## config.mk

```make
export PLATFORM = sky130hd
export DESIGN_NAME = wp_arbiter
export DESIGN_NICKNAME = d
export VERILOG_FILES = /design/src/rtl/wp_pkg.sv /design/src/rtl/wp_datapath.sv /design/src/rtl/wp_control.sv /design/src/rtl/wp_arbiter.sv
export SDC_FILE = /design/constraint.sdc
export NUM_CORES = 1
export LEC_CHECK = 0
export BUFFER_PORTS_ARGS = -buffer_cell sky130_fd_sc_hd__buf_4
export CAP_MARGIN = 5
export CORE_AREA = 8 8 48 50
export DETAILED_ROUTE_END_ITERATION = 10
export DIE_AREA = 0 0 56 58
export PLACE_DENSITY_LB_ADDON = 0.25
export SLEW_MARGIN = 20
export SYNTH_ARGS = -nofsm -noshare
export SYNTH_HDL_FRONTEND = slang
export SYNTH_HIERARCHICAL = 1
export SYNTH_SLANG_ARGS = --single-unit
export TNS_END_PERCENT = 20
```

## constraint.sdc

```tcl
create_clock -name clk -period 1.1 [get_ports clk]
set_input_delay 0.055 -clock clk [delete_from_list [all_inputs] [get_ports clk]]
set_output_delay 0.055 -clock clk [all_outputs]
set_load 0.02 [all_outputs]
```

## src/rtl/wp_pkg.sv

```systemverilog
package wp_pkg;

  typedef enum logic [2:0] {
    OP_WREN = 3'd0,
    OP_WRDI = 3'd1,
    OP_WRSR = 3'd2,
    OP_PP   = 3'd3,
    OP_SE   = 3'd4,
    OP_BE   = 3'd5
  } wpOp_e;

  // control -> datapath strobes
  typedef struct packed {
    logic welSet;
    logic welClr;
    logic accept;
    logic reject;
    logic srWrite;
  } wpStrobe_t;

  // datapath -> control check results
  typedef struct packed {
    logic byteOk;
    logic regionHit;
    logic bpAny;
    logic hwLock;
  } wpCheck_t;

endpackage

```

## src/rtl/wp_datapath.sv

```systemverilog
module wp_datapath
  import wp_pkg::*;
#(
  parameter int ADDR_W   = 21,
  parameter int SECTOR_W = 16,
  parameter int BP_W     = 3,
  parameter int CNT_W    = 16
) (
  input  logic              clk,
  input  logic              rstN,
  input  logic [2:0]        cmdOp,
  input  logic [ADDR_W-1:0] cmdAddr,
  input  logic [CNT_W-1:0]  sckCount,
  input  logic              wpN,
  input  logic [BP_W-1:0]   bpBits,
  input  logic              srwdBit,
  input  wpStrobe_t         strb,
  output wpCheck_t          chk,
  output logic              welQ,
  output logic              acceptQ,
  output logic              rejectQ,
  output logic              srWrQ
);

  localparam int LEVELS    = 1 << BP_W;
  localparam int BYTE_BITS = 3;
  localparam logic [CNT_W-1:0] BYTE_MASK = CNT_W'((1 << BYTE_BITS) - 1);

  logic [ADDR_W-1:0] sectorBase;
  logic [ADDR_W-1:0] chkAddr;
  logic [LEVELS-1:0] levelHit;

  // sector erase is judged on the base of its sector
  assign sectorBase = {cmdAddr[ADDR_W-1:SECTOR_W], {SECTOR_W{1'b0}}};
  assign chkAddr    = (cmdOp == OP_SE) ? sectorBase : cmdAddr;

  // one top-of-array comparator per protect level
  generate
    for (genvar lv = 0; lv < LEVELS; lv++) begin : g_level
      localparam int LOW_BIT = SECTOR_W - 1 + lv;
      if (lv == 0) begin : g_none
        assign levelHit[lv] = 1'b0;
      end else if (LOW_BIT >= ADDR_W) begin : g_all
        assign levelHit[lv] = 1'b1;
      end else begin : g_top
        assign levelHit[lv] = &chkAddr[ADDR_W-1:LOW_BIT];
      end
    end
  endgenerate

  always_comb begin
    chk.byteOk    = (sckCount & BYTE_MASK) == '0;
    chk.regionHit = levelHit[bpBits];
    chk.bpAny     = |bpBits;
    chk.hwLock    = srwdBit & ~wpN;
  end

  always_ff @(posedge clk or negedge rstN) begin
    if (!rstN) begin
      welQ    <= 1'b0;
      acceptQ <= 1'b0;
      rejectQ <= 1'b0;
      srWrQ   <= 1'b0;
    end else begin
      if (strb.welSet)      welQ <= 1'b1;
      else if (strb.welClr) welQ <= 1'b0;
      acceptQ <= strb.accept;
      rejectQ <= strb.reject;
      srWrQ   <= strb.srWrite;
    end
  end

  assert_verdict_excl_R1: assert property (@(posedge clk) disable iff (!rstN)
    !(acceptQ && rejectQ));

  assert_reject_keeps_wel_R11: assert property (@(posedge clk) disable iff (!rstN)
    rejectQ |-> $stable(welQ));

  assert_srwr_single_R13: assert property (@(posedge clk) disable iff (!rstN)
    srWrQ |=> !srWrQ);

endmodule

```

## src/rtl/wp_control.sv

```systemverilog
module wp_control
  import wp_pkg::*;
(
  input  logic       clk,
  input  logic       rstN,
  input  logic       cmdValid,
  input  logic [2:0] cmdOp,
  input  logic       doneIn,
  input  wpCheck_t   chk,
  input  logic       welQ,
  output wpStrobe_t  strb
);

  logic   busy;
  logic   pendWrsr;
  logic   modifyOp;
  logic   passOk;
  wpOp_e  op;

  assign op = wpOp_e'(cmdOp);

  always_comb begin
    modifyOp = 1'b0;
    passOk   = 1'b0;
    case (op)
      OP_WRSR: begin modifyOp = 1'b1; passOk = welQ & chk.byteOk & ~chk.hwLock;    end
      OP_PP,
      OP_SE:   begin modifyOp = 1'b1; passOk = welQ & chk.byteOk & ~chk.regionHit; end
      OP_BE:   begin modifyOp = 1'b1; passOk = welQ & chk.byteOk & ~chk.bpAny;     end
      default: begin modifyOp = 1'b0; passOk = 1'b0;                               end
    endcase
  end

  always_comb begin
    strb = '0;
    if (cmdValid) begin
      if (op == OP_WREN) begin
        strb.accept = 1'b1;
        strb.welSet = 1'b1;
      end else if (op == OP_WRDI) begin
        strb.accept = 1'b1;
        strb.welClr = 1'b1;
      end else if (modifyOp) begin
        strb.accept = passOk;
        strb.reject = ~passOk;
      end else begin                    // unused codes
        strb.reject = 1'b1;
      end
    end else if (doneIn && busy) begin
      strb.welClr  = 1'b1;
      strb.srWrite = pendWrsr;
    end
  end

  always_ff @(posedge clk or negedge rstN) begin
    if (!rstN) begin
      busy     <= 1'b0;
      pendWrsr <= 1'b0;
    end else if (cmdValid && modifyOp && passOk) begin
      busy     <= 1'b1;
      pendWrsr <= (op == OP_WRSR);
    end else if (doneIn && busy) begin
      busy     <= 1'b0;
      pendWrsr <= 1'b0;
    end
  end

  // input rule: no new request while an accepted operation is pending
  assert_idle_on_cmd_R12: assert property (@(posedge clk) disable iff (!rstN)
    busy |-> !cmdValid);

  assert_done_clears_wel_R12: assert property (@(posedge clk) disable iff (!rstN)
    (doneIn && busy && !cmdValid) |=> !welQ);

  assert_pending_holds_wel_R12: assert property (@(posedge clk) disable iff (!rstN)
    (busy && !doneIn) |-> welQ);

  assert_strobe_onehot_R1: assert property (@(posedge clk) disable iff (!rstN)
    $onehot0({strb.accept, strb.reject}));

endmodule

```

## src/rtl/wp_arbiter.sv

```systemverilog
module wp_arbiter
  import wp_pkg::*;
#(
  parameter int ADDR_W   = 21,
  parameter int SECTOR_W = 16,
  parameter int BP_W     = 3,
  parameter int CNT_W    = 16
) (
  input  logic              clk,
  input  logic              rstN,
  input  logic              cmdValid,
  input  logic [2:0]        cmdOp,
  input  logic [ADDR_W-1:0] cmdAddr,
  input  logic [CNT_W-1:0]  sckCount,
  input  logic              doneIn,
  input  logic              wpN,
  input  logic [BP_W-1:0]   bpBits,
  input  logic              srwdBit,
  output logic              welOut,
  output logic              acceptOut,
  output logic              rejectOut,
  output logic              srWrEn
);

  wpStrobe_t strb;
  wpCheck_t  chk;
  logic      modifyReq;

  wp_control u_control (
    .clk      (clk),
    .rstN     (rstN),
    .cmdValid (cmdValid),
    .cmdOp    (cmdOp),
    .doneIn   (doneIn),
    .chk      (chk),
    .welQ     (welOut),
    .strb     (strb)
  );

  wp_datapath #(
    .ADDR_W   (ADDR_W),
    .SECTOR_W (SECTOR_W),
    .BP_W     (BP_W),
    .CNT_W    (CNT_W)
  ) u_datapath (
    .clk      (clk),
    .rstN     (rstN),
    .cmdOp    (cmdOp),
    .cmdAddr  (cmdAddr),
    .sckCount (sckCount),
    .wpN      (wpN),
    .bpBits   (bpBits),
    .srwdBit  (srwdBit),
    .strb     (strb),
    .chk      (chk),
    .welQ     (welOut),
    .acceptQ  (acceptOut),
    .rejectQ  (rejectOut),
    .srWrQ    (srWrEn)
  );

  assign modifyReq = cmdValid && (cmdOp == OP_WRSR || cmdOp == OP_PP ||
                                  cmdOp == OP_SE   || cmdOp == OP_BE);

  assert_verdict_follows_R1: assert property (@(posedge clk) disable iff (!rstN)
    cmdValid |=> (acceptOut || rejectOut));

  assert_wel_rise_R3: assert property (@(posedge clk) disable iff (!rstN)
    $rose(welOut) |-> $past(cmdValid && cmdOp == OP_WREN));

  assert_wel_gate_R5: assert property (@(posedge clk) disable iff (!rstN)
    (modifyReq && !welOut) |=> rejectOut);

  assert_byte_count_R6: assert property (@(posedge clk) disable iff (!rstN)
    (modifyReq && sckCount[2:0] != 3'b000) |=> rejectOut);

  assert_bulk_bp_R9: assert property (@(posedge clk) disable iff (!rstN)
    (cmdValid && cmdOp == OP_BE && bpBits != '0) |=> rejectOut);

  assert_hw_lock_R10: assert property (@(posedge clk) disable iff (!rstN)
    (cmdValid && cmdOp == OP_WRSR && srwdBit && !wpN) |=> rejectOut);

  assert_srwr_after_done_R13: assert property (@(posedge clk) disable iff (!rstN)
    srWrEn |-> $past(doneIn));

endmodule

```

==> results.md <==
* Avg Vias per Cell at 4.89
* Vias in the first global route at 425
* Clock transition at the registers of the reported paths at 0.04 ns
* Leak at 0.316 nW
* Largest net degree at the start of global routing at 7
* R2R depth at 3
* DP Cell Count at 83
* Crit Reg-Reg Endpoint: u_control/pendWrsr$_DFFE_PN0P_
* DRC at 0
* CP required at 1.23 ns
* Pre-antenna DRT Iters at 4
* Final Worst Setup Slack at -0.173 ns
* DRT antenna net count at 0
* Worst r2r src: u_datapath/welQ$_DFFE_PN0P_
* Total die area at 0.00325 mm^2
* Input/output buffers at 23
* Failing checks: negative setup slack
* CTS max path bufs at 2
* Area grow syn2layout at 80.3%
* Max IR drop VDD at 0.585 mV
* Initial DRC count at 6
* Crit-path max FO at 3
* Status: finished, violations left
* Reg area at 150 um^2
* Hold path cells at 2
* CTS Root Cell: clkbuf_4
* Syn nets at 88
* Fin crit share at 1.16
* CP arrival at 1.40 ns
* HP Start: cmdValid
* Gpl congestion at around 0.72
* Unique masters post-synth at 24
* Critical path class: in2reg
* Fin nets at between 100 and 150
* Width of the die at 56 um
* YS warnings at 6
* Most common cell after layout, fill and taps aside: buf_4
* Worst slew pin tran at just under 0.4 ns
* Initial Util at 0.229
* Final WL at 1090 um
* Total GRT Usage at 0.0689
* Multi-input gate area in the final layout at 223 um^2
* Reg2reg setup slack at -0.03 ns
* Peak Freq at 785 MHz
* Worst-Skew Late Latency at 0.24 ns
* H-tree depth at 1
* WHS Endpoint: u_datapath/srWrQ$_DFF_PN0_
* Clock skew at about 0.0014 ns
* Grt peak-use layer: met2
* Power Dens Cells at about 950 mW/mm^2
* Fill count at 178
* Most frequent cells in the layout: buf_4 (26), dfrtp_1 (6), clkbuf_4 (3), inv_1 (3), nor3_1 (3)
* Vias at 435
* Final Core Density at 0.412
* Final Hold Vio Count at 0
* Chip Height at 58 um
* Setup-failing EPs final at 4
* CTS sink cnt at 6
* Wirelength per Cell at 12.2 um
* Hpwl dp at 923 um
* Area of the core at roughly 0.0016 mm^2
* Final Instance Count excl. Fillers at 89
* Post-synthesis sequential area ratio at 0.407
* Grt total ovfl at 0
* Yosys reg bits at 6
* Max Cap Viol at 0
* Crit start category: input port
* Met2 usage at 0.109
* # diodes at 0
* Met3 usage at 0.0349
* Synthesized instance count at 39
* Io pins at 53
* Fin crit period at 1.27 ns
* Synth Cell Area at 369 um^2
* CTS tree: built
* Slew Viols, Final at 0
* Initial antenna violation count at 0
* Layout cells sized above 1 at 0.500
* Critical Path Sink Type: register
* Placement Rows at 15
* Avg Cell Area, Syn at roughly 9.5 um^2
* Slew HR at 0.734
* First-pass GRT wire length at between 1500 and 2000 um
* Unrepaired setup endpoints after global routing: yes
* Final setup TNS at -0.440 ns
* CTS buffer count at 3
* Hold WC Path Type: in2reg
* Met1 Use GR at 0.0639
[cells by family after synthesis]
family,after synthesis,share of synthesized area
AND/OR/NAND/NOR,15,0.237
AO/OA/AOI/OAI,14,0.285
flip-flops,6,0.407
buffers and inverters,3,0.0305
multiplexers,1,0.0407
[worst max-delay path, stage by stage]
cell and delay (ns):
buf_6 0.09, a21o_1 0.18, a41oi_2 0.14, a21oi_2 0.06, mux2_4 0.28, a2111o_1 0.38
a32o_1 0.23
[worst max path at each step]
stage | endpoint | slack, ns | start
finish | u_control/pendWrsr$_DFFE_PN0P_ | -0.17 | bpBits[1]
global route | u_control/pendWrsr$_DFFE_PN0P_ | -0.20 | bpBits[1]
CTS | u_control/pendWrsr$_DFFE_PN0P_ | -0.17 | bpBits[1]
detailed placement | u_control/pendWrsr$_DFFE_PN0P_ | -0.45 | bpBits[1]
global placement | u_control/pendWrsr$_DFFE_PN0P_ | -0.42 | bpBits[1]
floorplan | u_control/pendWrsr$_DFFE_PN0P_ | -0.27 | bpBits[0]
[area by class of cell]
type                            count  share of cell area
Timing Repair Buffer               30               0.357
Multi-Input combinational cell     30               0.335
Sequential cell                     6               0.226
Clock buffer                        3              0.0338
Tap cell                           17              0.0320
Inverter                            3              0.0169
[flip-flops by register name (all words and copies together), names as in the netlist]
signal,cells
u_datapath/srWrQ,1
u_datapath/rejectQ,1
u_datapath/welQ,1
u_datapath/acceptQ,1
u_control/busy,1
u_control/pendWrsr,1
[what timing repair did]
action	in CTS	in global routing
setup endpoints to repair	4	4
gates resized for setup	2	2
hold buffers	2	0
hold endpoints to repair	7	0
pin swaps	0	1
setup buffers	0	1
[power breakdown]
part	leakage, nW	total [W]	internal (W)	switching, W
Clock	0.0138	0.000199	0.000123	0.0000754
Sequential	0.0793	0.000242	0.000236	0.00000662
Combinational	0.223	0.000191	0.000114	0.0000773
[through the flow]
| stage | setup WS (ns) | area [um^2] | power, W | hold slack [ns] |
|---|---|---|---|---|
| floorplan | -0.268 | 380 | 0.000311 | -0.241 |
| global placement | -0.421 | 604 | 0.000428 | -0.134 |
| detailed placement | -0.453 | 604 | 0.000428 | -0.133 |
| CTS | -0.168 | 654 | 0.000641 | 0.00442 |
| global route | -0.204 | 666 | 0.000670 | 0.00849 |
| finish | -0.173 | 666 | 0.000632 | 0.00880 |
[metal layers]
layer	wire length (um)	part of all wire	vias to the layer above
met4	36	0.033	0
met5	0	0	-
met1	418	0.38	199
li1	-	-	216
met2	561	0.52	16
met3	72	0.066	4
[synth_stat cells]
library cell / count / share of area
a2111o_1: 1 / 0.031
nor3_1: 3 / 0.041
a31oi_1: 1 / 0.017
a211oi_1: 1 / 0.020
a32o_1: 1 / 0.027
nor2b_1: 2 / 0.034
nor2_1: 2 / 0.020
nand3_1: 1 / 0.014
nand2b_1: 2 / 0.034
o21a_1: 2 / 0.041
a21oi_1: 1 / 0.014
nor3b_1: 1 / 0.020
o211ai_1: 1 / 0.020
a21o_1: 2 / 0.041
nand2b_4: 1 / 0.037
a41oi_1: 1 / 0.024
o21ai_0: 1 / 0.014
o311ai_0: 1 / 0.024
or3_1: 1 / 0.017
inv_1: 3 / 0.031
o21ai_1: 1 / 0.014
mux2_4: 1 / 0.041
dfrtp_1: 6 / 0.41
nand2_1: 2 / 0.020
No activity file was read; power rests on OpenSTA's default activity.
